`src/rtl/err_log_pkg.sv`:
```
package err_log_pkg;

  localparam int unsigned DEF_NSRC   = 16;
  localparam int unsigned DEF_AW     = 32;
  localparam int unsigned DEF_CW     = 8;
  localparam int unsigned DEF_DW     = 64;
  localparam int unsigned DEF_NB_IDX = 0;

  // Where a single source strobe is routed in a given cycle.
  typedef enum logic [1:0] {
    ROUTE_NONE  = 2'd0,
    ROUTE_FIRST = 2'd1,
    ROUTE_NEXT  = 2'd2
  } route_e;

endpackage

```
`src/rtl/err_log_route.sv`:
```
module err_log_route
  import err_log_pkg::*;
#(
  parameter int unsigned NSRC   = DEF_NSRC,
  parameter int unsigned NB_IDX = DEF_NB_IDX
) (
  input  logic [NSRC-1:0] err_vld,
  input  logic [NSRC-1:0] first_q,
  output logic [NSRC-1:0] first_set,
  output logic [NSRC-1:0] next_set,
  output logic            capture
);

  localparam logic [NSRC-1:0] BLK_MASK = ~(NSRC'(1) << NB_IDX);

  logic blocked;
  assign blocked = |(first_q & BLK_MASK);

  // Context is taken only when a blocking source opens a new episode.
  assign capture = !blocked && (|(err_vld & BLK_MASK));

  for (genvar i = 0; i < NSRC; i++) begin : g_bit
    route_e route;

    if (i == NB_IDX) begin : g_nonblk
      // Correctable bit: blocked only by its own first bit.
      always_comb begin
        if (!err_vld[i])       route = ROUTE_NONE;
        else if (!first_q[i])  route = ROUTE_FIRST;
        else                   route = ROUTE_NEXT;
      end
    end else begin : g_blk
      always_comb begin
        if (!err_vld[i])       route = ROUTE_NONE;
        else if (!blocked)     route = ROUTE_FIRST;
        else                   route = ROUTE_NEXT;
      end
    end

    assign first_set[i] = (route == ROUTE_FIRST);
    assign next_set[i]  = (route == ROUTE_NEXT);
  end

endmodule

```
`src/rtl/err_log_w1c_reg.sv`:
```
module err_log_w1c_reg #(
  parameter int unsigned WIDTH = 16
) (
  input  logic             clk,
  input  logic             rst,
  input  logic             clr_we,
  input  logic [WIDTH-1:0] clr_mask,
  input  logic [WIDTH-1:0] set_bits,
  output logic [WIDTH-1:0] nxt,
  output logic [WIDTH-1:0] q
);

  logic [WIDTH-1:0] clr_eff;

  assign clr_eff = clr_we ? clr_mask : '0;
  // A set in the same cycle wins over a clear.
  assign nxt     = (q & ~clr_eff) | set_bits;

  always_ff @(posedge clk) begin
    if (rst) q <= '0;
    else     q <= nxt;
  end

endmodule

```
`src/rtl/err_log_ctx.sv`:
```
module err_log_ctx #(
  parameter int unsigned AW = 32,
  parameter int unsigned CW = 8,
  parameter int unsigned DW = 64
) (
  input  logic          clk,
  input  logic          rst,
  input  logic          capture,
  input  logic [AW-1:0] in_addr,
  input  logic [CW-1:0] in_cmd,
  input  logic [DW-1:0] in_data,
  output logic [AW-1:0] ctx_addr,
  output logic [CW-1:0] ctx_cmd,
  output logic [DW-1:0] ctx_data
);

  always_ff @(posedge clk) begin
    if (rst) begin
      ctx_addr <= '0;
      ctx_cmd  <= '0;
      ctx_data <= '0;
    end else if (capture) begin
      ctx_addr <= in_addr;
      ctx_cmd  <= in_cmd;
      ctx_data <= in_data;
    end
  end

endmodule

```
`src/rtl/err_log_top.sv`:
```
module err_log_top
  import err_log_pkg::*;
#(
  parameter int unsigned NSRC   = DEF_NSRC,
  parameter int unsigned AW     = DEF_AW,
  parameter int unsigned CW     = DEF_CW,
  parameter int unsigned DW     = DEF_DW,
  parameter int unsigned NB_IDX = DEF_NB_IDX
) (
  input  logic            clk,
  input  logic            rst,
  input  logic [NSRC-1:0] err_vld,
  input  logic [AW-1:0]   err_addr,
  input  logic [CW-1:0]   err_cmd,
  input  logic [DW-1:0]   err_data,
  input  logic            clr_first_we,
  input  logic [NSRC-1:0] clr_first_mask,
  input  logic            clr_next_we,
  input  logic [NSRC-1:0] clr_next_mask,
  output logic [NSRC-1:0] first_q,
  output logic [NSRC-1:0] next_q,
  output logic [AW-1:0]   ctx_addr,
  output logic [CW-1:0]   ctx_cmd,
  output logic [DW-1:0]   ctx_data,
  output logic            ctx_valid,
  output logic            single_err,
  output logic            multi_err
);

  localparam logic [NSRC-1:0] BLK_MASK = ~(NSRC'(1) << NB_IDX);

  logic [NSRC-1:0] first_set, next_set;
  logic [NSRC-1:0] first_nxt, next_nxt;
  logic            capture;

  err_log_route #(.NSRC(NSRC), .NB_IDX(NB_IDX)) u_route (
    .err_vld   (err_vld),
    .first_q   (first_q),
    .first_set (first_set),
    .next_set  (next_set),
    .capture   (capture)
  );

  err_log_w1c_reg #(.WIDTH(NSRC)) u_first (
    .clk      (clk),
    .rst      (rst),
    .clr_we   (clr_first_we),
    .clr_mask (clr_first_mask),
    .set_bits (first_set),
    .nxt      (first_nxt),
    .q        (first_q)
  );

  err_log_w1c_reg #(.WIDTH(NSRC)) u_next (
    .clk      (clk),
    .rst      (rst),
    .clr_we   (clr_next_we),
    .clr_mask (clr_next_mask),
    .set_bits (next_set),
    .nxt      (next_nxt),
    .q        (next_q)
  );

  err_log_ctx #(.AW(AW), .CW(CW), .DW(DW)) u_ctx (
    .clk      (clk),
    .rst      (rst),
    .capture  (capture),
    .in_addr  (err_addr),
    .in_cmd   (err_cmd),
    .in_data  (err_data),
    .ctx_addr (ctx_addr),
    .ctx_cmd  (ctx_cmd),
    .ctx_data (ctx_data)
  );

  // Summary flags come from the next-state values so they line up with the registers.
  always_ff @(posedge clk) begin
    if (rst) begin
      single_err <= 1'b0;
      multi_err  <= 1'b0;
      ctx_valid  <= 1'b0;
    end else begin
      single_err <= (|first_nxt) && !(|next_nxt);
      multi_err  <= (|first_nxt) && (|next_nxt);
      ctx_valid  <= |(first_nxt & BLK_MASK);
    end
  end

endmodule

```
`config.mk`:
```
export PLATFORM = sky130hd
export DESIGN_NAME = err_log_top
export DESIGN_NICKNAME = d
export VERILOG_FILES = /design/src/rtl/err_log_pkg.sv /design/src/rtl/err_log_route.sv /design/src/rtl/err_log_w1c_reg.sv /design/src/rtl/err_log_ctx.sv /design/src/rtl/err_log_top.sv
export SDC_FILE = /design/constraint.sdc
export NUM_CORES = 1
export LEC_CHECK = 0
export BUFFER_PORTS_ARGS = -buffer_cell sky130_fd_sc_hd__buf_2
export CAP_MARGIN = 40
export CELL_PAD_IN_SITES_DETAIL_PLACEMENT = 1
export CELL_PAD_IN_SITES_GLOBAL_PLACEMENT = 2
export CORE_MARGIN = 3
export CORE_UTILIZATION = 26
export CTS_CLUSTER_SIZE = 24
export DETAILED_ROUTE_END_ITERATION = 8
export GPL_TIMING_DRIVEN = 0
export HOLD_SLACK_MARGIN = 0.05
export PLACE_DENSITY_LB_ADDON = 0.1
export SLEW_MARGIN = 25
export SYNTH_ARGS = -nofsm -noshare
export SYNTH_HDL_FRONTEND = slang
export SYNTH_HIERARCHICAL = 1
export SYNTH_SLANG_ARGS = --single-unit
```
`constraint.sdc`:
```
create_clock -name clk -period 2.6 [get_ports clk]
set_input_delay 0 -clock clk [delete_from_list [all_inputs] [get_ports clk]]
set_output_delay 0 -clock clk [all_outputs]
set_load 0.01 [all_outputs]
```
==> metrics.txt <==
RSZ-0062 raised after global routing=no; clock skew=roughly 0.009 ns; Port Buf Inserts=roughly 300; leakage dissipation=4.85 nW; number of max-cap violations=0; total CTS buffers=17; Rel. slew slack=69.2%; CP max stage delay=0.43 ns; Synth warnings=6; # clock sinks=139; Bufs and invs on worst path=1; Pint=8.82 mW; Net Count, Synth=758; # DRC=0; Hold Vio Cnt, Final=0; Final HPWL DP=17.0 mm; type of origin of the critical path=flop; H-tree depth=4; crit path capture type=flop; Syn Inst Count=around 600; gr usage total=17.6%; Netlist cell types=29; Post-Place Cells=1176; clk_lat worst skew=0.41 ns; P&R area growth vs syn=66.8%; critical path class=reg -> reg; TritonRoute pass-1 iters=4; Seq pwr share=24.6%; min-delay worst type=in -> reg; maximum vdd drop=approximately 0.0005 V; DRT iter0 DRCs=155; commonest non-fill, non-tap cells in the layout=buf_2 (299), dlygate4sd3_1 (151), dfxtp_1 (139), nor2_1 (137), mux2i_1 (104); fmax=~0.42 GHz; WP data required=2.93 ns; Max Buffers Root-to-Sink=2; cells along the critical path=nor4_4, nand4_4, buf_6, and2_1, a21o_1, nor4_2, nand4_1, a211oi_1; outcome=completed; Mapped Area=~6000 sq um; IO Count=295; Placer Congestion=just over 0.8; synthesized area per cell=9.90 sq um; final wirelength=22.4 mm; Logic pwr share=between 50% and 60%; Sw Pwr=between 6 and 7 mW; via count=6033; CTS tree=yes; Initial Util=26.9%; fillers=roughly 2600; Switching Fraction=~40%; Seq/Total Area, Yosys=46.7%; core area=22200 sq um; pin count of the biggest net entering global routing=17; Die Wd=157 microns; Pins Over Slew Limit=0; Clk pwr share=15.9%; fraction of layout cells with a size suffix above 1=between 30% and 40%; vias per cell=around 4.4; # setup viols final=0; Critical Path Fanout Max=10; power density cells=roughly 1500 nW/um^2; Crit path max-delay family=simple AND/OR/NAND/NOR gates; Async SR Flop Fraction=0%; Hold WS=0.0672 ns; Max stage delay cell, worst path=nor4_2; Tcrit/Tclk final=92.2%; nets@finish=~1200; Rows=54; WP data arrival=between 2 and 3 ns; FF+latch count, synth=about 140; clock transition at the registers of the reported paths=about 0.06 ns; die area=24800 sq um; dominant synthesized flop cell=dfxtp_1; die height=157 microns; Wirelength per Cell=between 15 and 20 microns; EDFF count, synth=0; post-layout min period=2.40 ns; initial antenna violation count=2; post-route insts no fill=1362; total power=14.9 mW; vias in the first global route=6513; first-pass GRT wire length=34.2 mm; total gr overflow=0; Root Buffer=clkbuf_16; ANT nets after route=0; worst slew pin tran=approximately 0.46 ns; most common cell after layout, fill and taps aside=buf_2
synthesized netlist by cell type (3+ instances only):
library cell    n  share of area [%]
a311oi_1       12                1.8
inv_1          32                2.0
buf_1           3               0.19
buf_8           7                1.8
nor4_2          4               0.84
mux2i_1       104                 17
buf_6          10                1.9
clkbuf_1        4               0.25
buf_4           7               0.88
dfxtp_1       139                 47
buf_2           5               0.42
a21o_1         32                4.0
nor2_1        137                8.6
a311oi_2       20                5.0
and2_1         31                3.3
nor4_1          7               0.73
nand2_1        32                2.0
cell families after synthesis:
logic type | share of synthesized area [%]
muxes | 17.5
DFF | 46.7
and+or+nand+nor | 17.0
buffers and inverters | 7.41
AOI/OAI and AO/OA | 11.4
per-stage QoR:
step	area [sq um]	setup TNS (ns)	setup WS [ns]	utilization, %
2_1_floorplan	5960	0	0.537	-
4_1_cts	9890	0	0.0614	44.6
3_3_place_gp	7780	-0.229	-0.155	35.1
5_1_grt	9940	0	0.00614	44.9
3_5_place_dp	7780	-0.251	-0.159	35.1
6_report	9940	0	0.203	44.9
worst paths after layout:
path	start	endpoint	slack, ns	cells after the start
setup / recovery	u_first/q[5]	single_err	0.20	8
hold / removal	err_vld[5]	u_next/q[5]	0.07	4
setup reg to reg	u_first/q[5]	single_err	0.20	8
hold reg to reg	u_ctx/ctx_cmd[7]	u_ctx/ctx_cmd[7]	0.49	2
worst min-delay path, stage by stage:
cell      delay (ns)
buf_2           0.11
and2_1          0.16
inv_1           0.07
a311oi_2        0.09
sequential cells by signal (all words and copies together), names as in the netlist:
register        count
multi_err           1
u_first/q          16
single_err          1
u_next/q           16
ctx_valid           1
u_ctx/ctx_data     64
u_ctx/ctx_addr     32
u_ctx/ctx_cmd       8
power by group through the flow:
stage / logic [mW] / clock network, mW / registers, mW
5_1_grt: 9.71 / 2.56 / 3.81
6_report: 8.90 / 2.37 / 3.67
3_3_place_gp: 8.28 / 0 / 3.64
2_1_floorplan: 5.70 / 0 / 4.09
3_5_place_dp: 8.49 / 0 / 3.70
4_1_cts: 8.85 / 2.46 / 3.67
metal layers:
layer  GRT usage (%)  vias up  part of all wire [%]
li1                -     2983                     -
met1            19.9     2822                    41
met2            31.9      192                    51
met3            4.98       34                   6.0
met4            5.83        2                   2.3
met5               0        -                 0.045
layout make-up:
type                       count  area [sq um]  share of cell area [%]
antenna                        1          2.50                  0.0252
buffer                        36           322                    3.23
clock buffer                  19           443                    4.46
clock inverter                13           134                    1.35
inverter                      32           120                    1.21
multi-input combinational    395          2790                    28.1
sequential                   139          2780                    28.0
tap                          280           350                    3.52
timing repair buffer         447          3000                    30.2
timing repair:
action,4_1_cts,5_1_grt
buffers inserted,0,2
resized for setup,3,4
hold endpoints to repair,139,0
hold buffers,151,0
pin swaps,0,1
endpoints found under the setup margin,3,63
No activity file was read; power rests on OpenSTA's default activity.
